$ cat config.mk
export PLATFORM = sky130hd
export DESIGN_NAME = pfreq_ctrl
export DESIGN_NICKNAME = d
export VERILOG_FILES = /design/src/rtl/pfc_pkg.sv /design/src/rtl/pfc_shadow.sv /design/src/rtl/pfc_ratio.sv /design/src/rtl/pfc_chan.sv /design/src/rtl/pfreq_ctrl.sv
export SDC_FILE = /design/constraint.sdc
export NUM_CORES = 1
export LEC_CHECK = 0
export CAP_MARGIN = 5
export CORE_UTILIZATION = 60
export CTS_CLUSTER_DIAMETER = 200
export CTS_CLUSTER_SIZE = 25
export DETAILED_ROUTE_END_ITERATION = 8
export PLACE_DENSITY = 0.93
export SYNTH_ARGS = -nofsm -noshare
export SYNTH_HDL_FRONTEND = slang
export SYNTH_SLANG_ARGS = --single-unit
$ cat constraint.sdc
create_clock -name clk -period 14.98 [get_ports clk]
set_input_delay 2.247 -clock clk [delete_from_list [all_inputs] [get_ports clk]]
set_output_delay 2.247 -clock clk [all_outputs]
set_load 0.02 [all_outputs]
$ cat src/rtl/pfc_pkg.sv
package pfc_pkg;
    localparam int ADDR_W = 3;
    localparam int DATA_W = 9;
    localparam int N_W    = 9;
    localparam int M_W    = 7;
    localparam int G_W    = 8;
    localparam int MUL_W  = G_W + N_W;
    localparam int NCH    = 2;
    localparam int CH_CPU = 0;
    localparam int CH_REF = 1;

    localparam logic [ADDR_W-1:0] A_CPU_N = 3'd0;
    localparam logic [ADDR_W-1:0] A_CPU_M = 3'd1;
    localparam logic [ADDR_W-1:0] A_REF_N = 3'd2;
    localparam logic [ADDR_W-1:0] A_MODE  = 3'd3;

    // staged view of one channel inside an open transaction
    typedef struct packed {
        logic [N_W-1:0] n;
        logic           n_wr;
        logic [M_W-1:0] m;
        logic           m_wr;
        logic           en;
        logic           en_wr;
    } stage_t;

    function automatic stage_t apply_beat(stage_t s, int ch,
                                          logic [ADDR_W-1:0] a,
                                          logic [DATA_W-1:0] d);
        stage_t r;
        r = s;
        if (a == A_MODE) begin
            r.en    = d[ch];
            r.en_wr = 1'b1;
        end
        if (ch == CH_CPU) begin
            if (a == A_CPU_N) begin
                r.n    = d[N_W-1:0];
                r.n_wr = 1'b1;
            end
            if (a == A_CPU_M) begin
                r.m    = d[M_W-1:0];
                r.m_wr = 1'b1;
            end
        end else begin
            if (a == A_REF_N) begin
                r.n    = d[N_W-1:0];
                r.n_wr = 1'b1;
            end
        end
        return r;
    endfunction
endpackage

$ cat src/rtl/pfc_shadow.sv
module pfc_shadow
    import pfc_pkg::*;
(
    input  logic                  clk,
    input  logic                  rst,
    input  logic                  wr_valid,
    input  logic                  wr_last,
    input  logic [ADDR_W-1:0]     wr_addr,
    input  logic [DATA_W-1:0]     wr_data,
    output stage_t [NCH-1:0]      stg,
    output logic                  commit
);
    stage_t [NCH-1:0] sh_q;
    stage_t [NCH-1:0] sh_d;

    for (genvar c = 0; c < NCH; c++) begin : g_merge
        always_comb begin
            sh_d[c] = wr_valid ? apply_beat(sh_q[c], c, wr_addr, wr_data) : sh_q[c];
        end
    end

    assign commit = wr_valid & wr_last;
    assign stg    = sh_d;

    always_ff @(posedge clk) begin
        if (rst || commit) sh_q <= '0;
        else               sh_q <= sh_d;
    end

    // once a transaction closes, nothing from it lingers in the stage
    assert_stage_flushed_R2: assert property (@(posedge clk) disable iff (rst)
        commit |=> (sh_q[CH_CPU].n_wr == 1'b0 && sh_q[CH_CPU].m_wr == 1'b0 &&
                    sh_q[CH_REF].n_wr == 1'b0 && sh_q[CH_REF].en_wr == 1'b0));
endmodule

$ cat src/rtl/pfc_ratio.sv
module pfc_ratio
    import pfc_pkg::*;
(
    input  logic [G_W-1:0]   gear,
    input  logic             prog,
    input  logic [N_W-1:0]   prog_n,
    input  logic [M_W-1:0]   prog_m,
    input  logic [N_W-1:0]   tbl_n,
    input  logic [M_W-1:0]   tbl_m,
    output logic [MUL_W-1:0] mul,
    output logic [M_W-1:0]   div
);
    logic [N_W-1:0] n_sel;

    always_comb begin
        n_sel = prog ? prog_n : tbl_n;
        div   = prog ? prog_m : tbl_m;
        mul   = MUL_W'(gear) * MUL_W'(n_sel);
    end
endmodule

$ cat src/rtl/pfc_chan.sv
module pfc_chan
    import pfc_pkg::*;
#(
    parameter bit HAS_M = 1'b1,
    parameter int N_MIN = 16,
    parameter int N_MAX = 480
) (
    input  logic             clk,
    input  logic             rst,
    input  logic             commit,
    input  stage_t           stg,
    input  logic [G_W-1:0]   gear,
    input  logic [N_W-1:0]   tbl_n,
    input  logic [M_W-1:0]   tbl_m,
    output logic [MUL_W-1:0] mul,
    output logic [M_W-1:0]   div,
    output logic             chg,
    output logic             err_range,
    output logic             err_zero
);
    localparam logic [N_W-1:0] N_LO = N_W'(N_MIN);
    localparam logic [N_W-1:0] N_HI = N_W'(N_MAX);

    logic [N_W-1:0] act_n;
    logic [M_W-1:0] act_m;
    logic           act_en;

    logic [N_W-1:0] cand_n;
    logic [M_W-1:0] cand_m;
    logic           cand_en;
    logic           n_in_win;
    logic           pair_ok;
    logic           accept;
    logic           moved;

    always_comb begin
        n_in_win = !stg.n_wr || (stg.n >= N_LO && stg.n <= N_HI);
        cand_n   = stg.n_wr ? stg.n : act_n;
        cand_m   = (stg.n_wr && stg.m_wr) ? stg.m : act_m;
        cand_en  = stg.en_wr ? stg.en : act_en;
        pair_ok  = (cand_n != '0) && (cand_m != '0);
        accept   = n_in_win && (!cand_en || pair_ok);
        moved    = (cand_n != act_n) || (cand_m != act_m);
    end

    always_ff @(posedge clk) begin
        if (rst) begin
            act_n     <= '0;
            act_en    <= 1'b0;
            chg       <= 1'b0;
            err_range <= 1'b0;
            err_zero  <= 1'b0;
        end else begin
            chg <= commit && accept && moved;
            if (commit) begin
                if (accept) begin
                    act_n  <= cand_n;
                    act_en <= cand_en;
                end
                if (!n_in_win)                        err_range <= 1'b1;
                if (n_in_win && cand_en && !pair_ok)  err_zero  <= 1'b1;
            end
        end
    end

    if (HAS_M) begin : g_prog_m
        always_ff @(posedge clk) begin
            if (rst)                  act_m <= '0;
            else if (commit && accept) act_m <= cand_m;
        end
    end else begin : g_fixed_m
        assign act_m = tbl_m;
    end

    pfc_ratio u_ratio (
        .gear   (gear),
        .prog   (act_en),
        .prog_n (act_n),
        .prog_m (act_m),
        .tbl_n  (tbl_n),
        .tbl_m  (tbl_m),
        .mul    (mul),
        .div    (div)
    );

    assert_hold_between_commits_R2: assert property (@(posedge clk) disable iff (rst)
        !commit |=> ($stable(act_n) && $stable(act_en)));

    assert_m_needs_n_R5: assert property (@(posedge clk) disable iff (rst)
        (HAS_M && commit && stg.m_wr && !stg.n_wr) |=> $stable(act_m));

    assert_n_window_R7: assert property (@(posedge clk) disable iff (rst)
        (commit && stg.n_wr && (stg.n < N_LO || stg.n > N_HI)) |=> ($stable(act_n) && err_range));

    assert_prog_pair_nonzero_R8: assert property (@(posedge clk) disable iff (rst)
        act_en |-> (act_n != '0 && (!HAS_M || act_m != '0)));

    assert_range_sticky_R9: assert property (@(posedge clk) disable iff (rst)
        err_range |=> err_range);

    assert_zero_sticky_R9: assert property (@(posedge clk) disable iff (rst)
        err_zero |=> err_zero);

    assert_strobe_cause_R10: assert property (@(posedge clk) disable iff (rst)
        chg |-> $past(commit));
endmodule

$ cat src/rtl/pfreq_ctrl.sv
module pfreq_ctrl
    import pfc_pkg::*;
#(
    parameter int N_MIN = 16,
    parameter int N_MAX = 480
) (
    input  logic                  clk,
    input  logic                  rst,
    input  logic                  wr_valid,
    input  logic                  wr_last,
    input  logic [ADDR_W-1:0]     wr_addr,
    input  logic [DATA_W-1:0]     wr_data,
    input  logic [G_W-1:0]        gear,
    input  logic [N_W-1:0]        cpu_tbl_n,
    input  logic [M_W-1:0]        cpu_tbl_m,
    input  logic [N_W-1:0]        ref_tbl_n,
    input  logic [M_W-1:0]        ref_fix_m,
    output logic [MUL_W-1:0]      cpu_mul,
    output logic [M_W-1:0]        cpu_div,
    output logic [MUL_W-1:0]      ref_mul,
    output logic [M_W-1:0]        ref_div,
    output logic [NCH-1:0]        chg,
    output logic                  err_range,
    output logic                  err_zero
);
    stage_t [NCH-1:0]          stg;
    logic                      commit;
    logic [NCH-1:0][N_W-1:0]   tbl_n;
    logic [NCH-1:0][M_W-1:0]   tbl_m;
    logic [NCH-1:0][MUL_W-1:0] mul;
    logic [NCH-1:0][M_W-1:0]   div;
    logic [NCH-1:0]            e_rng;
    logic [NCH-1:0]            e_zero;

    assign tbl_n[CH_CPU] = cpu_tbl_n;
    assign tbl_m[CH_CPU] = cpu_tbl_m;
    assign tbl_n[CH_REF] = ref_tbl_n;
    assign tbl_m[CH_REF] = ref_fix_m;

    pfc_shadow u_shadow (
        .clk      (clk),
        .rst      (rst),
        .wr_valid (wr_valid),
        .wr_last  (wr_last),
        .wr_addr  (wr_addr),
        .wr_data  (wr_data),
        .stg      (stg),
        .commit   (commit)
    );

    for (genvar c = 0; c < NCH; c++) begin : g_ch
        pfc_chan #(
            .HAS_M (c == CH_CPU),
            .N_MIN (N_MIN),
            .N_MAX (N_MAX)
        ) u_chan (
            .clk       (clk),
            .rst       (rst),
            .commit    (commit),
            .stg       (stg[c]),
            .gear      (gear),
            .tbl_n     (tbl_n[c]),
            .tbl_m     (tbl_m[c]),
            .mul       (mul[c]),
            .div       (div[c]),
            .chg       (chg[c]),
            .err_range (e_rng[c]),
            .err_zero  (e_zero[c])
        );
    end

    assign cpu_mul   = mul[CH_CPU];
    assign cpu_div   = div[CH_CPU];
    assign ref_mul   = mul[CH_REF];
    assign ref_div   = div[CH_REF];
    assign err_range = |e_rng;
    assign err_zero  = |e_zero;
endmodule

-- Word level (Yosys, flattened, before mapping)
Cells that the tools add are included.
- register bits: 73
- output and inout port bits: 52
- equality and inequality tests: 7
- multiplexer cells: 16
- $lt $le $gt $ge: 4
- reductions and logical operators: 42
- multiply operators: 2
- bitwise operators: 3
- operators by type and width (kind ; count):
    two-way mux 20 bit ; 2
    two-way mux 9 bit ; 4
    multiplier 8 x 9 -> 17 bit ; 2
    two-way mux 7 bit ; 3
    two-way mux 10 bit ; 2
    >= comparator 9 x 5 -> 1 bit (second input constant) ; 2
    less-or-equal comparator 9 bit (second input constant) ; 2
    != test 9 bit ; 2
    nonzero test 9 bit ; 2
    logical AND 1 bit ; 16
    != test 7 bit ; 2
    nonzero test 7 bit ; 2
    AND reduction 2 bit ; 6
    two-way mux 8 bit ; 1
    logical OR 1 bit ; 7
    equality test 3 x 2 -> 1 bit (second input constant) ; 2
    zero test 1 bit ; 6
    two-way mux 2 bit ; 2
    OR reduction 2 bit ; 2
    equality test 3 x 1 -> 1 bit (second input constant) ; 1
    zero test 3 bit ; 1
    two-way mux 1 bit ; 2
    inverter 1 bit ; 2
    AND 1 bit ; 1

-- Longest topological paths before layout
- depth in word-level cells: 11
- gate-level depth with buffers: 19

-- By module
From an unflattened synthesis, not the netlist that was laid out.
- cells, all modules: 961
- area total of the unflattened synthesis: 8759.7 µm²
- modules (own cells, without submodules) (module ; instances ; cells each ; area an instance (µm²) ; sequential area each (µm²)):
    pfc_ratio at g_ch[1].u_chan.u_ratio ; 1 ; 308 ; 2658.8 ; 0.0
    pfc_ratio at g_ch[0].u_chan.u_ratio ; 1 ; 305 ; 2650.0 ; 0.0
    pfc_shadow ; 1 ; 116 ; 1353.8 ; 640.6
    pfc_chan at g_ch[0].u_chan ; 1 ; 131 ; 1228.7 ; 400.4
    pfc_chan at g_ch[1].u_chan ; 1 ; 99 ; 855.8 ; 260.2
    pfreq_ctrl ; 1 ; 2 ; 12.5 ; 0.0

-- Least setup slack after synthesis
Ideal clock, no wire load.
- kind: in2out
- start point: in cpu_tbl_n[4]
- end point: out cpu_mul[16]
- path slack: 6176 ps
- buffers on the path: 0
- arrival time: 6557 ps
- stages: 15
- cell sequence: mux2i_1 nand2b_1 fa_1 fa_1 inv_1 fa_1 inv_1 fa_1 inv_1 ha_1 o21a_1 o21ai_0 or4b_1 and3_1 a211oi_1
- longest elaborated chain between the ends: 2
- RTL lines (what ; line ; RTL):
    start, declared ; pfreq_ctrl.sv:14 ; input logic [N_W-1:0] cpu_tbl_n,
    two-way mux 9 bit ; pfc_ratio.sv:16 ; n_sel = prog ? prog_n : tbl_n;
    multiplier 8 x 9 -> 17 bit ; pfc_ratio.sv:18 ; mul = MUL_W'(gear) * MUL_W'(n_sel);
    end, declared ; pfreq_ctrl.sv:18 ; output logic [MUL_W-1:0] cpu_mul,
Every way passes these cells.

-- Worst setup path in the final report
- start point: in ref_tbl_n[3]
- end point: out ref_mul[16]
- longest elaborated chain between the ends: 2
- RTL lines (what ; line ; RTL):
    start, declared ; pfreq_ctrl.sv:16 ; input logic [N_W-1:0] ref_tbl_n,
    two-way mux 9 bit ; pfc_ratio.sv:16 ;
    multiplier 8 x 9 -> 17 bit ; pfc_ratio.sv:18 ;
    end, declared ; pfreq_ctrl.sv:20 ; output logic [MUL_W-1:0] ref_mul,
Every way passes these cells.

==> flow_metrics.tcl <==
set metrics [dict create \
    worstPathRequired_ns 12.73 \
    period_minus_slack_ns 10.10 \
    p_leak_nw 4.36 \
    setup_viol 0 \
    cts_tree "done" \
    min_path_type "reg2reg" \
    portBuffers 107 \
    tns_ns 0 \
    synthTopCellsByArea "fa_1 (20%), dfxtp_1 (15%), ha_1 (11%)" \
    clkPwrFrac 0.149 \
    syn_to_final_growth_pct 16.8 \
    hold_depth 2 \
    post_cts_buffers 0 \
    power_frac_seq 0.142 \
    intPower_uw 709 \
    core-area_sq_mm 0.0135 \
    period_share 0.674 \
    p_sw_uw 545 \
    worst_pin_slew_ns 1.24 \
    die_area_sq_mm 0.0146 \
    status "finished, final reports clean" \
    syn_nets 1178 \
    first_global_vias 7269 \
    crit_type "in2out" \
    ff2ff_path_depth 6 \
    rsz0062_at_grt "false" \
    synth_area_sq_mm 0.00845 \
    cpLargestDelayFamily "adder cells" \
    ys_seq_area_frac 0.154 \
    swShare 0.435 \
    powerDensity_mw_per_mm2 127 \
    cpMostUsedCell "fa_1" \
    post_drt_wl_per_cell_microns 16.3 \
    worst-path-buf-inv 4 \
    final_core_util 0.731 \
    crit_path_end_kind "primary output" \
    rows 42 \
    drive_gt1_frac 0.0428 \
    cts_buffers 9 \
    first_pass_iters 5 \
    root_buffer "clkbuf_16" \
    ioPinCount 108 \
    drt_iter0_drc 632 \
    critPathMaxFanout 8 \
    yosysMostFrequentCell "nor2b_1" \
    htreeDepth 3 \
    slew_headroom 0.166 \
    final_nets 1262 \
    gr-total-overflow 0 \
    synth-async-reset-ratio 0 \
    critPathSlowestCell "a2111oi_0" \
    cap_violations 0 \
    postRouteAntennaNets 0 \
    cts_buffer_depth 2 \
    crit_chain "clkdlybuf4s50_1 > mux2i_1 > nor2b_1 > fa_1 > fa_1 > inv_1 > fa_1 > fa_1 > inv_1 > ha_1 > a2111oi_0 > o2111ai_1 > and2_1 > a221oi_1 > clkdlybuf4s50_1" \
    postCtsHoldBufs 0 \
    clk_pin_slew_ns 0.05 \
    synth_flop_cell "dfxtp_1" \
    n_antenna_cell 0 \
    antenna_found_initial 0 \
    max_stage_delay_ns 0.75 \
    worst_ep_arrival_time_ns 7.85 \
    initial_utilization 0.625 \
    postCtsResizedCells 0 \
    ys_warn_count 0 \
    p_comb_frac 0.709 \
    insertion_delay_ns 0.33 \
    hold_violations 0 \
    fmax_mhz 99.0 \
    synth_cell_type_count 62 \
    grt_use_total 0.286 \
    synth_top_cell_by_area "fa_1" \
    clock_sinks 65 \
    netlist_instances 964 \
    ir_worst_vdd_mv 0.219 \
    grt_max_degree 52 \
    gp_congestion 0.888 \
    finClkSkew_ns 0.00598 \
    die_w_microns 121 \
    vias 7199 \
    drcViolationCount 0 \
    grt_pass1_wl_mm 33.3 \
    synth_common_cells "nor2b_1 (137), inv_1 (131), fa_1 (84)" \
    start_kind "input pin" \
    via_per_inst 5.86 \
    netlist.area_leader.share 0.199 \
    wl_mm 20.0 \
    slew_violations 0 \
    avgSynthCellArea_sq_um 8.76 \
    fillers 926 \
    hpwl_mm 15.4 \
    cp.depth 15 \
    synth.ff_latch_count 65 \
    die_h_microns 121 \
    synth-edff-count 0 \
]
-- metal layers --
layer | GRT usage | up-vias | part of all wire
li1 | - | 3352 | -
met1 | 0.353 | 3489 | 0.40
met2 | 0.502 | 294 | 0.51
met3 | 0.0396 | 64 | 0.059
met4 | 0.117 | 0 | 0.029
met5 | 0 | - | 0
-- cell usage in the layout (no fill, tap or decap), types with 13 or more instances in the layout --
master           Yosys  layout
a21oi_1             35      35
dfxtp_1             65      65
ha_1                74      74
nand2_1             13      13
inv_1              131     131
o21ai_0             16      16
clkdlybuf4s50_1      0     107
mux2i_1             43      43
mux2_2              14      14
nor3_1              20      20
nor2b_1            137     137
xor2_1              13      13
nor2_1              72      72
fa_1                84      84
nand2b_1            36      36
xnor2_1             31      31
-- power by group through the flow --
stage          logic (mW)  registers, mW  clock network (mW)
6_report            0.889          0.178               0.187
5_1_grt             0.976          0.178               0.196
4_1_cts             0.896          0.178               0.187
3_5_place_dp        0.890          0.181                   0
3_3_place_gp        0.869          0.181                   0
2_1_floorplan       0.585          0.180                   0
-- through the flow --
step	setup slack, ns	power, mW	area, sq um	std cells	hold slack, ns
finish	4.88	1.25	9870	1228	0.460
global route	4.67	1.35	9870	1228	0.499
CTS	4.86	1.26	9870	1228	0.462
detailed placement	4.87	1.07	9600	1213	0.450
global placement	5.01	1.05	9600	1213	0.444
floorplan	6.18	0.765	8450	964	0.429
-- area by class of cell --
type | instances | area (sq um) | share of cell area
inverter | 131 | 492 | 0.0498
clock inverter | 3 | 17.5 | 0.00178
multi-input combinational | 729 | 6480 | 0.657
tap | 176 | 220 | 0.0223
clock buffer | 12 | 246 | 0.0250
sequential | 65 | 1300 | 0.132
timing repair buffer | 112 | 1110 | 0.112
-- worst register-to-register path: cells and delay by family, from the launching register on --
family             cells  cell delay, ns
AOI/OAI and AO/OA      2            0.54
DFF                    1            0.38
muxes                  1            0.36
and+or+nand+nor        3            1.16
-- final timing paths --
| path | startpoint | end | slack [ns] |
|---|---|---|---|
| max | ref_tbl_n[3] | ref_mul[16] | 4.88 |
| min | g_ch[0].u_chan.err_range | g_ch[0].u_chan.err_range | 0.46 |
| max reg2reg | g_ch[0].u_chan.act_n[4] | g_ch[0].u_chan.act_m[2] | 12.43 |
| min reg2reg | g_ch[0].u_chan.err_range | g_ch[0].u_chan.err_range | 0.46 |
-- kinds of logic after synthesis --
group | Yosys count | synth area share
AOI/OAI and AO/OA | 113 | 0.0889
muxes | 69 | 0.0883
adders and majority gates | 158 | 0.309
buffers and inverters | 170 | 0.0801
and+or+nand+nor | 345 | 0.234
xor gates and xnor gates | 44 | 0.0456
DFF | 65 | 0.154
-- registers in the layout, indices dropped and copies added, names as in the netlist --
register               cells
g_ch.u_chan.err_zero       2
g_ch.u_chan.act_m          7
g_ch.u_chan.act_n         18
g_ch.u_chan.chg            2
g_ch.u_chan.act_en         2
g_ch.u_chan.err_range      2
u_shadow.sh_q             32
Note: power is estimated with default switching activity, not from simulation.
